## config.mk

```make
export PLATFORM = sky130hd
export DESIGN_NAME = wdt_two_stage
export DESIGN_NICKNAME = d
export VERILOG_FILES = /design/src/rtl/wdt_pkg.sv /design/src/rtl/wdt_stage_counter.sv /design/src/rtl/wdt_regs.sv /design/src/rtl/wdt_rst_pulse.sv /design/src/rtl/wdt_two_stage.sv
export SDC_FILE = /design/constraint.sdc
export NUM_CORES = 1
export LEC_CHECK = 0
export ABC_CLOCK_PERIOD_IN_PS = 5100
export CAP_MARGIN = 5
export CORE_ASPECT_RATIO = 0.5
export CORE_MARGIN = 2
export CORE_UTILIZATION = 60
export CTS_BUF_LIST = sky130_fd_sc_hd__clkbuf_2
export DETAILED_ROUTE_END_ITERATION = 7
export DONT_BUFFER_PORTS = 1
export PLACE_DENSITY = 0.76
export SLEW_MARGIN = 20
export SYNTH_ARGS = -nofsm -noshare
export SYNTH_HDL_FRONTEND = slang
export SYNTH_SLANG_ARGS = --single-unit
```

## constraint.sdc

```tcl
create_clock -name clk -period 5.1 [get_ports clk]
set_input_delay 1.53 -clock clk [delete_from_list [all_inputs] [get_ports clk]]
set_output_delay 1.53 -clock clk [all_outputs]
set_load 0.03 [all_outputs]
```

## src/rtl/wdt_pkg.sv

```systemverilog
`timescale 1ns/1ps
package wdt_pkg;
  localparam logic [7:0]  OFF_ID    = 8'h00;
  localparam logic [7:0]  OFF_CFG   = 8'h10;
  localparam logic [7:0]  OFF_KICK  = 8'h14;
  localparam logic [7:0]  OFF_ARM   = 8'h18;
  localparam logic [7:0]  OFF_STAT  = 8'h1C;
  localparam logic [31:0] ARM_KEY   = 32'h0000_5AA5;
  localparam logic [31:0] KICK_KEY  = 32'h0000_CAFE;

  typedef struct packed {
    logic [2:0] rcode;
    logic [3:0] icode;
    logic       rst_en;
    logic       int_en;
    logic       clk_sel;
    logic       run;
  } wdt_cfg_t;

  // first-stage exponent: 6,8 then +1 up to 15, then +2 up to 31
  function automatic logic [4:0] int_exp(input logic [3:0] c);
    logic [4:0] cc;
    cc = {1'b0, c};
    if (c < 4'd2)      return 5'd6 + (cc << 1);
    else if (c < 4'd8) return cc + 5'd8;
    else               return (cc << 1) + 5'd1;
  endfunction

  function automatic logic [4:0] rst_exp(input logic [2:0] c);
    return 5'd7 + {2'b00, c};
  endfunction
endpackage

```

## src/rtl/wdt_stage_counter.sv

```systemverilog
`timescale 1ns/1ps
module wdt_stage_counter #(
  parameter int CNT_W = 32
) (
  input  logic       clk,
  input  logic       rst,
  input  logic       run,
  input  logic       reload,
  input  logic [3:0] icode,
  input  logic [2:0] rcode,
  output logic       int_fire,
  output logic       rst_fire
);
  import wdt_pkg::*;

  logic [CNT_W-1:0] cnt_q;
  logic             in_rst_q;
  logic [CNT_W-1:0] imask, rmask;

  always_comb begin
    imask = {CNT_W{1'b1}} >> (CNT_W - int'(int_exp(icode)));
    rmask = {CNT_W{1'b1}} >> (CNT_W - int'(rst_exp(rcode)));
  end

  assign int_fire = run && !reload && !in_rst_q && (cnt_q == imask);
  assign rst_fire = run && !reload &&  in_rst_q && (cnt_q == rmask);

  always_ff @(posedge clk) begin
    if (rst || reload || !run) begin
      cnt_q    <= '0;
      in_rst_q <= 1'b0;
    end else if (int_fire) begin
      cnt_q    <= '0;
      in_rst_q <= 1'b1;
    end else if (rst_fire) begin
      cnt_q    <= '0;
      in_rst_q <= 1'b0;
    end else begin
      cnt_q    <= cnt_q + 1'b1;
    end
  end
endmodule

```

## src/rtl/wdt_regs.sv

```systemverilog
`timescale 1ns/1ps
module wdt_regs #(
  parameter int          ADDR_W = 8,
  parameter int          CNT_W  = 32,
  parameter logic [31:0] ID_VAL = 32'h0057_D7C1
) (
  input  logic                 clk,
  input  logic                 rst,
  input  logic [ADDR_W-1:0]    addr,
  input  logic                 we,
  input  logic [31:0]          wdata,
  input  logic                 int_fire,
  output wdt_pkg::wdt_cfg_t    cfg_o,
  output logic                 unlock_o,
  output logic                 status_o,
  output logic                 reload_o,
  output logic [31:0]          rdata_o
);
  import wdt_pkg::*;

  localparam bit NARROW = (CNT_W < 32);

  wdt_cfg_t cfg_q, cfg_nx;
  logic     unlock_q, status_q;
  logic     hit_cfg, hit_kick, hit_arm, hit_stat, cfg_acc, kick_acc;

  assign hit_cfg  = we && (addr == ADDR_W'(OFF_CFG));
  assign hit_kick = we && (addr == ADDR_W'(OFF_KICK));
  assign hit_arm  = we && (addr == ADDR_W'(OFF_ARM));
  assign hit_stat = we && (addr == ADDR_W'(OFF_STAT));
  assign cfg_acc  = hit_cfg && unlock_q;
  assign kick_acc = hit_kick && unlock_q && (wdata == KICK_KEY);
  assign reload_o = cfg_acc || kick_acc;

  generate
    if (NARROW) begin : g_clamp
      always_comb begin
        cfg_nx = wdt_cfg_t'(wdata[10:0]);
        if (cfg_nx.icode > 4'd7) cfg_nx.icode = 4'd7;
      end
    end else begin : g_full
      always_comb cfg_nx = wdt_cfg_t'(wdata[10:0]);
    end
  endgenerate

  always_ff @(posedge clk) begin
    if (rst) begin
      cfg_q    <= '0;
      unlock_q <= 1'b0;
      status_q <= 1'b0;
      rdata_o  <= '0;
    end else begin
      if (we)       unlock_q <= hit_arm && (wdata == ARM_KEY);
      if (cfg_acc)  cfg_q    <= cfg_nx;
      if (int_fire)                  status_q <= 1'b1;
      else if (hit_stat && wdata[0]) status_q <= 1'b0;
      case (addr)
        ADDR_W'(OFF_ID):   rdata_o <= ID_VAL;
        ADDR_W'(OFF_CFG):  rdata_o <= {21'd0, cfg_q};
        ADDR_W'(OFF_ARM):  rdata_o <= {31'd0, unlock_q};
        ADDR_W'(OFF_STAT): rdata_o <= {31'd0, status_q};
        default:           rdata_o <= '0;
      endcase
    end
  end

  assign cfg_o    = cfg_q;
  assign unlock_o = unlock_q;
  assign status_o = status_q;
endmodule

```

## src/rtl/wdt_rst_pulse.sv

```systemverilog
`timescale 1ns/1ps
module wdt_rst_pulse #(
  parameter int RST_HOLD = 4
) (
  input  logic clk,
  input  logic rst,
  input  logic fire,
  output logic pulse_o
);
  localparam int HW = $clog2(RST_HOLD + 1);
  logic [HW-1:0] left_q;

  always_ff @(posedge clk) begin
    if (rst)               left_q <= '0;
    else if (fire)         left_q <= HW'(RST_HOLD);
    else if (left_q != '0) left_q <= left_q - 1'b1;
  end

  assign pulse_o = (left_q != '0);
endmodule

```

## src/rtl/wdt_two_stage.sv

```systemverilog
`timescale 1ns/1ps
module wdt_two_stage #(
  parameter int          ADDR_W   = 8,
  parameter int          CNT_W    = 32,
  parameter int          RST_HOLD = 4,
  parameter logic [31:0] ID_VAL   = 32'h0057_D7C1
) (
  input  logic              clk,
  input  logic              rst,
  input  logic [ADDR_W-1:0] bus_addr,
  input  logic              bus_we,
  input  logic [31:0]       bus_wdata,
  output logic [31:0]       bus_rdata,
  output logic              irq_o,
  output logic              sys_rst_o,
  output logic              clk_sel_o
);
  import wdt_pkg::*;

  wdt_cfg_t cfg_q;
  logic     unlock_q, status_q, reload, int_fire, rst_fire;

  wdt_regs #(.ADDR_W(ADDR_W), .CNT_W(CNT_W), .ID_VAL(ID_VAL)) u_regs (
    .clk(clk), .rst(rst), .addr(bus_addr), .we(bus_we), .wdata(bus_wdata),
    .int_fire(int_fire), .cfg_o(cfg_q), .unlock_o(unlock_q),
    .status_o(status_q), .reload_o(reload), .rdata_o(bus_rdata));

  wdt_stage_counter #(.CNT_W(CNT_W)) u_cnt (
    .clk(clk), .rst(rst), .run(cfg_q.run), .reload(reload),
    .icode(cfg_q.icode), .rcode(cfg_q.rcode),
    .int_fire(int_fire), .rst_fire(rst_fire));

  wdt_rst_pulse #(.RST_HOLD(RST_HOLD)) u_pulse (
    .clk(clk), .rst(rst), .fire(rst_fire && cfg_q.rst_en),
    .pulse_o(sys_rst_o));

  assign irq_o     = status_q && cfg_q.int_en;
  assign clk_sel_o = cfg_q.clk_sel;
endmodule

```

# Word level (Yosys, flattened, before mapping)
# Cells that the tools add are included.
[totals]
reg_bits = 81
out_inout_bits = 35
wordCells = 71
[classes]
add_sub_neg = 8
magnitude_cmp = 2
eq_ne = 8
n_shift = 2
muxes = 9
n_reduce_logical = 29
[ops]
columns = ["op", "count"]
rows = [
  ["$pmux 23 s4", 1],
  ["$eq 32x32->1", 2],
  ["$shr 32x32->32 const A", 2],
  ["$add 32x1->32 const B", 1],
  ["$eq 32x15->1 const B", 1],
  ["$eq 32x16->1 const B", 1],
  ["$eq 8x5->1 const B", 4],
  ["$logic_and 1x1->1", 16],
  ["$sub 6x5->7 const A", 2],
  ["$mux 5", 2],
  ["$logic_not 8->1", 1],
  ["$mux 3", 2],
  ["$reduce_bool 2->1", 3],
  ["$add 3x5->5 const A", 1],
  ["$add 4x4->5 const B", 1],
  ["$add 5x1->5 const B", 1],
  ["$add 3x3->4 const A", 1],
  ["$lt 4x2->1 const B", 1],
  ["$lt 4x4->1 const B", 1],
  ["$mux 1", 4],
  ["$logic_not 1->1", 3],
  ["$logic_or 1x1->1", 3],
  ["$reduce_bool 3->1", 1],
  ["$reduce_or 3->1", 1],
  ["other kinds (2)", 2],
]

# Depth between registers and ports, before layout
[logic_depth]
word_depth = 11
mapped_depth = 16

# Cells and area by module
# From an unflattened synthesis, not the netlist that was laid out.
[hier_totals]
cells_unflattened = 599
hier_area_um2 = 4755.8
[modules_own_cells]
columns = ["mod", "n_inst", "cells_per_inst", "area_each_um2"]
rows = [
  ["wdt_stage_counter", 1, 456, 3360.7],
  ["wdt_regs", 1, 123, 1212.4],
  ["wdt_rst_pulse", 1, 18, 170.2],
  ["wdt_two_stage", 1, 2, 12.5],
]

# Worst setup path before layout
# OpenSTA, ideal clock, no wires.
[synth_timing]
kind = "input to register"
from = "input port bus_addr[5]"
to = "register u_cnt.cnt_q[18]"
setup_ns = 0.078
t_arrival_ns = 3.306
path_slack_ns = 1.716
stages = 8
path_cell_list = "nor4bb_1 > nand4b_1 > o311ai_0 > or3_1 > nor4_2 > or2b_4 > buf_6 > nor3_1"
[synth_via]
elab_chain_len = 10
elab_cells_between_ends = 17
[synth_rtl]
columns = ["element", "line_no", "source"]
rows = [
  ["start, declared", "wdt_two_stage.sv:10", "input logic [ADDR_W-1:0] bus_addr,"],
  ["$eq 8x5->1", "wdt_regs.sv:28", "assign hit_kick = we && (addr == ADDR_W'(OFF_KICK));"],
  ["$logic_and 1x1->1", "wdt_regs.sv:28", ""],
  ["$logic_and 1x1->1 (2 in a row)", "wdt_regs.sv:32", "assign kick_acc = hit_kick && unlock_q && (wdata == KICK_KEY);"],
  ["$logic_or 1x1->1 *", "wdt_regs.sv:33", "assign reload_o = cfg_acc || kick_acc;"],
  ["$logic_not 1->1", "wdt_stage_counter.sv:25, wdt_stage_counter.sv:26", ""],
  ["$logic_and 1x1->1", "wdt_stage_counter.sv:25, wdt_stage_counter.sv:26", ""],
  ["$logic_and 1x1->1, on equally long branches (2 in a row)", "wdt_stage_counter.sv:25, wdt_stage_counter.sv:26", ""],
  ["$reduce_or 3->1 (no source line) *", "--", ""],
  ["end signal, assigned", "wdt_stage_counter.sv:39", "cnt_q <= cnt_q + 1'b1;"],
  ["end, declared", "wdt_stage_counter.sv:16", "logic [CNT_W-1:0] cnt_q;"],
]
# Every way passes the cells marked *; elsewhere a longest branch is shown, timed or not.
# A chain may end at the register's enable or synchronous reset.

# Worst setup path after layout
[layout_timing]
from = "register u_regs.cfg_o[6] (netlist name)"
to = "register u_cnt.cnt_q[2]"
[layout_via]
elab_chain_len = 8
elab_cells_between_ends = 12
[layout_rtl]
columns = ["element", "line_no", "source"]
rows = [
  ["$add 5x1->5, or another cell as far along", "wdt_pkg.sv:26", "else return (cc << 1) + 5'd1;"],
  ["$mux 5", "wdt_pkg.sv:25", "else if (c < 4'd8) return cc + 5'd8;"],
  ["$mux 5 *", "wdt_pkg.sv:24", "if (c < 4'd2) return 5'd6 + (cc << 1);"],
  ["$sub 6x5->7 *", "wdt_stage_counter.sv:21", "imask = {CNT_W{1'b1}} >> (CNT_W - int'(int_exp(icode)));"],
  ["$shr 32x32->32 *", "wdt_stage_counter.sv:21", ""],
  ["$eq 32x32->1 *", "wdt_stage_counter.sv:25", "assign int_fire = run && !reload && !in_rst_q && (cnt_q == imask);"],
  ["$logic_and 1x1->1 *", "wdt_stage_counter.sv:25", ""],
  ["$reduce_or 3->1 (no source line) *", "--", ""],
]
# Marked as above.

==> impl_metrics.ini <==
[routing]
ant_nets = 0
routed_wl_um = 11500
drtPass1Iterations = 5
vias_per_cell = 6.48
routedWlPerCell_um = 18.5
vias = 4034
drc = 0
drtIter0Drc = 390

[timing]
clock_skew_ns = 0.0134
hold_slack_ns = 0.486
worstMarginPinSlew_ns = 0.877
finalSetupViolations = 0
relSlewSlack_pct = 40.8
hold_viol = 0
final.setup.tns_ns = 0
fin_crit_ns = 4.09
rsz0062_at_grt = false
period_share_pct = 80.1
fmax_ghz = 0.245
final_max_slew_viol_count = 0

[cts]
cts_buffer_depth = 2
clk_pin_slew_ns = 0.17
cts_hold_buf = 0
cts_buffers = 9
htree_num_levels = 3
cts_setup_buffers = 0
clkSinkCount = 61
cts-resized-gates = 0
cts-root-buf = clkbuf_2
cts_tree = built
clk_latency_ns = 0.52

[die]
start_util_pct = 62.4
die-area_um2 = 8460
fp.dieW_um = 128
rows = 22
die_y_um = 66.0
coreArea_um2 = 7400
ioPinCount = 78

[synth]
syn_area_um2 = 4620
synthCells = 557
synth_seq_area_share_pct = 26.4
synth_enable_flop_cells = 0
ys_types = 84
synth_seq_cells = 61
synth_warnings = 0
syn_area_per_cell_um2 = 8.29
async_reset_ff_share_pct = 0
synth_ff_type = dfxtp_1

[place]
dp_cells = 607
dpl.hpwl_um = 8360
port_buffers = 0
place_congestion = 0.974

[cells_and_area]
drive_above_1_share_pct = 11.8
synthToLayoutAreaGrowth_pct = -2.17
fin_cells = 623
n_antenna_cell = 0
finish.utilization_pct = 61.0
nets = 582

[grt]
grt_pass1_wl_um = 18700
gr-total-overflow = 0
grt_pass1_vias = 3662
grt.total_usage_pct = 28.7
antenna_found_initial = 0
grt_start_max_net_pins = 33

[pwr]
worst_ir_drop_vdd_uv = 197
p_leak_nw = 1.49
power.total_mw = 0.853
power.density_nw_per_um2 = 189

[setup_path]
critPathKind = reg2reg
slowest_delay_ns = 0.70
cp.arrival_ns = 4.50
path_cells = o21ai_0 > mux2i_1 > ha_1 > nor3b_2 > mux2i_2 > nor2_2 > o311ai_2 > o2111ai_2 > nor4_4 > buf_4 > nor3_1
worstPathMaxFanout = 32
critPathSlowestCell = mux2i_2
cp-end-kind = flip-flop
worstPathRequired_ns = 5.51
start_kind = flip-flop

[hold_path]
hold_class = reg2reg

[run]
max_cap_violations = 0

[run_status]
status = completed
[registers in the layout, indices dropped and copies added, names as in the netlist]
register / cells
u_regs.unlock_o: 1
u_cnt.cnt_q: 32
u_regs.rdata_o: 12
u_regs.status_o: 1
u_regs.cfg_o: 11
u_cnt.in_rst_q: 1
u_pulse.left_q: 3
[power breakdown]
part           internal [mW]  switching [mW]  leakage (nW)
logic                 0.0226          0.0492         0.925
registers              0.484         0.00341         0.492
clock network          0.114           0.180        0.0694
total                  0.620           0.232          1.49
[synthesized netlist by cell type, types with 5 or more instances]
library cell  number  area [um2]
nor3_1            29         145
a21oi_1           25         125
nand2_1           25        93.8
and3_1            15        93.8
nor2_1            41         154
or3_1              5        31.3
and2_1             5        31.3
mux2i_1           16         160
nor3_2            19         190
ha_1              17         213
nor4_1             6        37.5
xor2_1            23         201
o21ai_0           19        95.1
nor4b_1            5        43.8
nand4_1           13        81.3
o21ai_1            5        25.0
xnor2_1           19         166
nor2b_1            5        31.3
buf_6             10         113
clkbuf_1          20        75.1
dfxtp_1           61        1220
nand3_1           24         120
inv_1             24        90.1
nand2b_1           7        43.8
buf_4             23         173
[final cells by class]
cell class                 instances  area [um2]
clock buffer                      11        55.1
clock inverter                     5        51.3
fill                             660        2890
inverter                          24        90.1
multi-input combinational        423        2960
sequential                        61        1220
tap                               96         120
timing repair buffer               3        22.5
[routing by layer]
layer	up-vias	part of all wire, %	global-route usage (%)
met5	-	0	0
met4	0	2.3	9.34
met3	33	11	10.2
met2	214	43	45.3
met1	1872	44	36.9
li1	1915	-	-
[cells by family (layout without fill, tap and decap cells)]
kind of cell    after synthesis  count (layout)  share of synthesized area, %
fa+ha+maj                    17              17                          4.61
compound gates              106             106                          16.3
buf+inv                      85              43                          10.5
other cells                   1              13                        0.0812
mux                          18              18                          4.01
simple gates                226             226                          29.7
xor+xnor                     43              43                          8.32
flops                        61              61                          26.4
[placed cells by master (no fill, tap or decap), types with 4 or more instances in the layout]
cell type / n
a21oi_1: 25
or3_1: 5
nand3_1: 24
conb_1: 13
xor2_1: 23
and2_1: 5
o21ai_1: 5
dfxtp_1: 60
nand2_1: 25
nand2b_1: 7
nor2_1: 41
nand4_1: 13
nor2b_1: 5
nor3_1: 29
o32ai_1: 4
nor4b_1: 5
mux2i_1: 16
a31oi_1: 4
and3_1: 15
o21ai_0: 19
clkbuf_2: 11
xnor2_1: 19
nor3_2: 19
ha_1: 17
inv_1: 24
nor4_1: 6
[critical path, delay by kind of cell, from the launching register on]
kind,cells,cell delay (ns)
and+or+nand+nor,4,0.93
muxes,2,0.96
AOI/OAI and AO/OA,3,0.73
adders and majority gates,1,0.24
buffers and inverters,1,0.45
DFF,1,0.65
[stage by stage]
step / worst slack [ns] / instance area [um2]
floorplan: 1.72 / 4660
global placement: 1.13 / 4410
detailed placement: 1.06 / 4410
CTS: 1.09 / 4520
global route: 0.778 / 4520
finish: 1.01 / 4520
[worst paths after layout]
check	start	to	slack [ns]	cells after the start
max	u_regs.cfg_o[6]	u_cnt.cnt_q[2]	1.01	11
min	u_regs.cfg_o[3]	u_pulse.left_q[2]	0.49	2
min reg2reg	u_regs.cfg_o[3]	u_pulse.left_q[2]	0.49	2
max reg2reg	u_regs.cfg_o[6]	u_cnt.cnt_q[2]	1.01	11
Note: power is estimated with default switching activity, not from simulation.
